`src/rtl/dec_ppgen_pkg.sv`:
```
package dec_ppgen_pkg;

  localparam int MAX_MAG  = 5;
  localparam int NUM_MULT = MAX_MAG + 1;
  localparam int MAG_W    = $clog2(NUM_MULT);
  localparam logic [3:0] XS3_ZERO = 4'd3;

  // A digit product k*x (plus the excess-3 bias) split into a transfer
  // to the next position (0..4) and a local biased part (0..9).
  typedef struct packed {
    logic [2:0] hi;
    logic [3:0] lo;
  } split_t;

  function automatic split_t split_product(input logic [2:0] k, input logic [3:0] x);
    logic [5:0] q;
    split_t r;
    q = 6'({3'b000, k}) * 6'({2'b00, x}) + 6'd3;
    if (q >= 6'd40)      r.hi = 3'd4;
    else if (q >= 6'd30) r.hi = 3'd3;
    else if (q >= 6'd20) r.hi = 3'd2;
    else if (q >= 6'd10) r.hi = 3'd1;
    else                 r.hi = 3'd0;
    r.lo = 4'(q - 6'(r.hi) * 6'd10);
    return r;
  endfunction

endpackage

```
`src/rtl/dec_sd_recode.sv`:
```
module dec_sd_recode
  import dec_ppgen_pkg::*;
(
  input  logic [3:0]          dig_i,
  input  logic [3:0]          dig_lo_i,
  output logic signed [3:0]   sd_o,
  output logic                neg_o,
  output logic [NUM_MULT-1:0] sel_o
);

  logic       hi_ge5;
  logic       lo_ge5;
  logic [4:0] t;
  logic [4:0] mag;

  assign hi_ge5 = (dig_i >= 4'd5);
  assign lo_ge5 = (dig_lo_i >= 4'd5);

  // Five-bit modular arithmetic; the result lies in [-5, 5].
  assign t     = {1'b0, dig_i} - (hi_ge5 ? 5'd10 : 5'd0) + {4'd0, lo_ge5};
  assign neg_o = t[4];
  assign sd_o  = $signed(t[3:0]);
  assign mag   = neg_o ? (5'd0 - t) : t;

  for (genvar k = 0; k < NUM_MULT; k++) begin : g_sel
    assign sel_o[k] = (mag == 5'(k));
  end

endmodule

```
`src/rtl/dec_mult_gen.sv`:
```
module dec_mult_gen
  import dec_ppgen_pkg::*;
#(
  parameter  int NDIGITS  = 16,
  localparam int NDIG_OUT = NDIGITS + 1,
  localparam int ROW_W    = 4 * NDIG_OUT
)(
  input  logic [4*NDIGITS-1:0]       mcand_i,
  output logic [NUM_MULT*ROW_W-1:0]  mult_o
);

  // Multiplicand digits extended with a zero above the top.
  logic [3:0] xd [NDIG_OUT];

  for (genvar j = 0; j < NDIG_OUT; j++) begin : g_ext
    if (j < NDIGITS) begin : g_real
      assign xd[j] = mcand_i[4*j +: 4];
    end else begin : g_pad
      assign xd[j] = 4'd0;
    end
  end

  // Each digit of each multiple sees only its own multiplicand digit and
  // the one below it: no carry chain.
  for (genvar k = 0; k < NUM_MULT; k++) begin : g_mult
    for (genvar j = 0; j < NDIG_OUT; j++) begin : g_dig
      split_t cur;
      split_t prv;
      assign cur = split_product(3'(k), xd[j]);
      if (j == 0) begin : g_bottom
        assign prv = '0;
      end else begin : g_upper
        assign prv = split_product(3'(k), xd[j-1]);
      end
      assign mult_o[k*ROW_W + 4*j +: 4] = cur.lo + {1'b0, prv.hi};
    end
  end

endmodule

```
`src/rtl/dec_pp_select.sv`:
```
module dec_pp_select
  import dec_ppgen_pkg::*;
#(
  parameter  int NDIGITS  = 16,
  localparam int NDIG_OUT = NDIGITS + 1,
  localparam int ROW_W    = 4 * NDIG_OUT
)(
  input  logic [NUM_MULT*ROW_W-1:0] mult_i,
  input  logic [NUM_MULT-1:0]       sel_i,
  input  logic                      neg_i,
  output logic [ROW_W-1:0]          pp_o
);

  logic [ROW_W-1:0] acc;

  // AND-OR selection on a one-hot select.
  always_comb begin
    acc = '0;
    for (int k = 0; k < NUM_MULT; k++) begin
      if (sel_i[k]) acc = acc | mult_i[k*ROW_W +: ROW_W];
    end
  end

  // The excess-3 code is self-complementing: inversion gives the nines' complement.
  assign pp_o = acc ^ {ROW_W{neg_i}};

endmodule

```
`src/rtl/dec_ppgen.sv`:
```
module dec_ppgen
  import dec_ppgen_pkg::*;
#(
  parameter  int NDIGITS  = 16,
  parameter  bit OVL_EN   = 1'b1,
  localparam int NDIG_OUT = NDIGITS + 1,
  localparam int ROW_W    = 4 * NDIG_OUT
)(
  input  logic                  clk,
  input  logic                  rst,
  input  logic [4*NDIGITS-1:0]  mcand_i,
  input  logic [3:0]            mdig_i,
  input  logic [3:0]            mdig_lo_i,
  output logic signed [3:0]     sd_o,
  output logic                  neg_o,
  output logic [ROW_W-1:0]      pp_xs3_o,
  output logic [ROW_W-1:0]      pp_ovl_o
);

  localparam logic [ROW_W-1:0] ZERO_ROW = {NDIG_OUT{XS3_ZERO}};

  logic signed [3:0]          sd_w;
  logic                       neg_w;
  logic [NUM_MULT-1:0]        sel_w;
  logic [NUM_MULT*ROW_W-1:0]  mult_w;
  logic [ROW_W-1:0]           pp_w;

  dec_sd_recode u_recode (
    .dig_i    (mdig_i),
    .dig_lo_i (mdig_lo_i),
    .sd_o     (sd_w),
    .neg_o    (neg_w),
    .sel_o    (sel_w)
  );

  dec_mult_gen #(.NDIGITS(NDIGITS)) u_mult (
    .mcand_i (mcand_i),
    .mult_o  (mult_w)
  );

  dec_pp_select #(.NDIGITS(NDIGITS)) u_sel (
    .mult_i (mult_w),
    .sel_i  (sel_w),
    .neg_i  (neg_w),
    .pp_o   (pp_w)
  );

  always_ff @(posedge clk) begin
    if (rst) begin
      sd_o     <= 4'sd0;
      neg_o    <= 1'b0;
      pp_xs3_o <= ZERO_ROW;
    end else begin
      sd_o     <= sd_w;
      neg_o    <= neg_w;
      pp_xs3_o <= pp_w;
    end
  end

  // Overloaded-digit view: same nibbles, read as plain 0..15 values.
  if (OVL_EN) begin : g_ovl
    always_ff @(posedge clk) begin
      if (rst) pp_ovl_o <= ZERO_ROW;
      else     pp_ovl_o <= pp_w;
    end
  end else begin : g_no_ovl
    assign pp_ovl_o = '0;
  end

endmodule

```
`config.mk`:
```
export PLATFORM = sky130hd
export DESIGN_NAME = dec_ppgen
export DESIGN_NICKNAME = d
export VERILOG_FILES = /design/src/rtl/dec_ppgen_pkg.sv /design/src/rtl/dec_sd_recode.sv /design/src/rtl/dec_mult_gen.sv /design/src/rtl/dec_pp_select.sv /design/src/rtl/dec_ppgen.sv
export SDC_FILE = /design/constraint.sdc
export NUM_CORES = 1
export LEC_CHECK = 0
export ABC_AREA = 0
export BUFFER_PORTS_ARGS = -buffer_cell sky130_fd_sc_hd__buf_2
export CORE_AREA = 2 2 279 281
export CTS_BUF_LIST = sky130_fd_sc_hd__clkbuf_2
export DETAILED_ROUTE_END_ITERATION = 12
export DIE_AREA = 0 0 281 283
export GPL_TIMING_DRIVEN = 0
export MAX_ROUTING_LAYER = met4
export PLACE_DENSITY = 0.59
export SYNTH_ARGS = -nofsm -noshare
export SYNTH_HDL_FRONTEND = slang
export SYNTH_SLANG_ARGS = --single-unit
```
`constraint.sdc`:
```
create_clock -name clk -period 5.8 [get_ports clk]
set_clock_uncertainty 0.15 [all_clocks]
set_input_delay 0.29 -clock clk [delete_from_list [all_inputs] [get_ports clk]]
set_output_delay 0.29 -clock clk [all_outputs]
set_load 0.01 [all_outputs]
```
==> reports/metrics.yaml <==
relSlewSlack: 0.178
drc: 0
synthFlopType: "dfxtp_1"
final_core_util: 0.447
p_leak_nw: 16.0
clock-sinks: 73
drive_gt1_frac: 0.105
vias_per_cell: 5.61
cts.path.max_buffers: 2
synth.avg_cell_area_um2: 7.86
grt_max_degree: 14
syn_area_um2: 31800
synth_warnings: 0
synthDistinctLibCells: 102
ys_ff_latch: 73
worst_setup_path_start_kind: "input pin"
grt.total_usage: 0.266
yosysSeqAreaShare: 0.0460
synth.net_count: 4854
ios: 215
maxCapViolations: 0
fin_cells: 5322
synthArstFlopShare: 0
htree_levels: 3
routabilityCongestion: 0.974
synth_edf_count: 0
numCtsBuffers: 9
power_density_nw_per_um2: 316
final_hold_viol_count: 0
cts_tree: "yes"
peakVddDrop_mv: 0.207
placementRows: 102
cts_root_buffer: "clkbuf_2"
dp.cells: 5302
crit_type: "input pin to flop"
hold_path_class: "input pin to flop"
cp_max_fo: 10
place_area_um2: 34200
yosys-top-cells-area: "ha_1 (23%), xnor2_1 (10%), fa_1 (8.8%)"
drt_iter0_drc: 2601
coreArea_um2: 76700
clkTransAtPathRegs_ps: 390
start_util: 0.415
rsz0062_at_grt: "false"
stdcell_area_um2: 34300
wl_per_cell_um: 19.8
vias: 29834
worstMarginPinSlew_ps: 1230
syn_inst: 4048
area_delta_synth_final_pct: 7.88
critPathArrivalTime_ps: 6580
final_common_cell: "ha_1"
place_ws_ps: -758
die_w_um: 281
die_area_um2: 79500
status: "complete, but fails checks"
grt-ovfl-total: 0
grt_pass1_wl_um: 161000
grt_pass1_vias: 27437
setup_violations: 9
setup_slack_ps: -287
slew_viol_final: 0
nNetsFinal: 5080
yosysTopAreaCellShare: 0.233
layout_common_cells: "ha_1 (592), inv_1 (475), xnor2_1 (377)"
first_pass_iters: 7
place.port_buffers: 214
violations: "setup timing"
yosysTopAreaCell: "ha_1"
p_total_w: 0.0108
routed_wl_um: 106000
post_cts_buffers: 0
fin_crit_sh: 1.05
dp_hpwl_um: 85700
min_period_ps: 6090
fmax_ghz: 0.164
ant_nets: 0
die_h_um: 283
antenna_found_initial: 8
cp-end-kind: "flop"
required_ps: 6300
[cells in the mapped netlist, types with 10 or more instances]
| cell type | instances |
|---|---|
| o21bai_1 | 19 |
| ha_1 | 592 |
| o31ai_1 | 21 |
| a211o_1 | 11 |
| a21boi_0 | 38 |
| or3_1 | 29 |
| and3_1 | 20 |
| o21a_1 | 41 |
| nand2_1 | 219 |
| a221oi_1 | 17 |
| a21o_1 | 51 |
| nor3_1 | 56 |
| nor2b_1 | 64 |
| buf_2 | 31 |
| o221ai_1 | 39 |
| nand3b_1 | 13 |
| o21ai_0 | 160 |
| nor4_1 | 17 |
| xnor2_1 | 377 |
| mux2i_1 | 85 |
| fa_1 | 140 |
| a22oi_1 | 12 |
| nand3_1 | 66 |
| and2_1 | 50 |
| a21oi_1 | 284 |
| a31oi_1 | 43 |
| clkbuf_1 | 116 |
| inv_1 | 475 |
| mux2_2 | 44 |
| buf_4 | 72 |
| dfxtp_1 | 73 |
| or2_2 | 21 |
| nand4_1 | 10 |
| and3b_1 | 12 |
| a222oi_1 | 26 |
| o211ai_1 | 33 |
| xor2_1 | 91 |
| a211oi_1 | 44 |
| nand2b_1 | 77 |
| o22ai_1 | 35 |
| nor2_1 | 224 |
[metal layers]
layer | up-vias | routed length (µm) | track usage
met2 | 1048 | 47400 | 0.416
met5 | - | 0 | -
met4 | 0 | 3770 | 0.0826
met3 | 185 | 7640 | 0.0323
met1 | 14085 | 46800 | 0.356
li1 | 14516 | - | -
[per-stage QoR]
| stage | setup TNS, ps | hold WS (ps) |
|---|---|---|
| floorplan | 0 | 244 |
| global placement | -8150 | 542 |
| detailed placement | -9230 | 535 |
| CTS | 0 | 86.1 |
| global route | 0 | 155 |
| finish | -1070 | 121 |
[registers in the layout (all words and copies together) (netlist names)]
register,flops
pp_ovl_o,68
sd_o,4
neg_o,1
[final timing paths]
| path | from | slack [ps] | cells after the start | to |
|---|---|---|---|---|
| setup / recovery | mdig_lo_i[0] | -290 | 16 | pp_ovl_o[58] |
| hold / removal | mcand_i[1] | 120 | 6 | pp_ovl_o[3] |
[report_power, final]
group / internal (W) / switching (W) / total, W
sequential: 0.000689 / 0.000105 / 0.000794
clock: 0.000100 / 0.000276 / 0.000376
combinational: 0.00419 / 0.00547 / 0.00966
[cell type report]
class,instances,area [µm²]
multi-input cells,3270,27400
clock inverters,6,67.6
well taps,1040,1300
repair buffers,215,1080
inverters,477,1790
fillers,7750,42400
flip-flops and latches,73,1460
plain buffers,228,1180
diodes,4,10.0
clock buffers,9,45.0
[critical path, stage by stage]
cell	delay, ps
buf_2	90
o21ai_0	140
nand2b_1	180
ha_1	360
clkbuf_1	450
clkinv_1	580
clkbuf_1	480
ha_1	480
or2_2	320
a21oi_2	650
nor3_1	180
nand2_1	530
clkbuf_1	920
o221ai_1	300
xnor2_1	180
nor2_1	410
[cell families after synthesis]
group                    Yosys count  synth area share
multiplexers                     133            0.0449
flip-flops                        73            0.0460
XOR/XNOR                         476             0.135
AND/OR/NAND/NOR                  916             0.145
AO/OA/AOI/OAI                   1011             0.215
buffers and inverters            705            0.0934
adder cells (fa/ha/maj)          734             0.322
[what timing repair did]
item                                   4_1_cts  5_1_grt
resized for setup                            0        1
setup endpoints to repair                    0        3
hold buffers                                 1        0
endpoints found under the hold margin        4        0
Power figures use the tool's default switching activity.
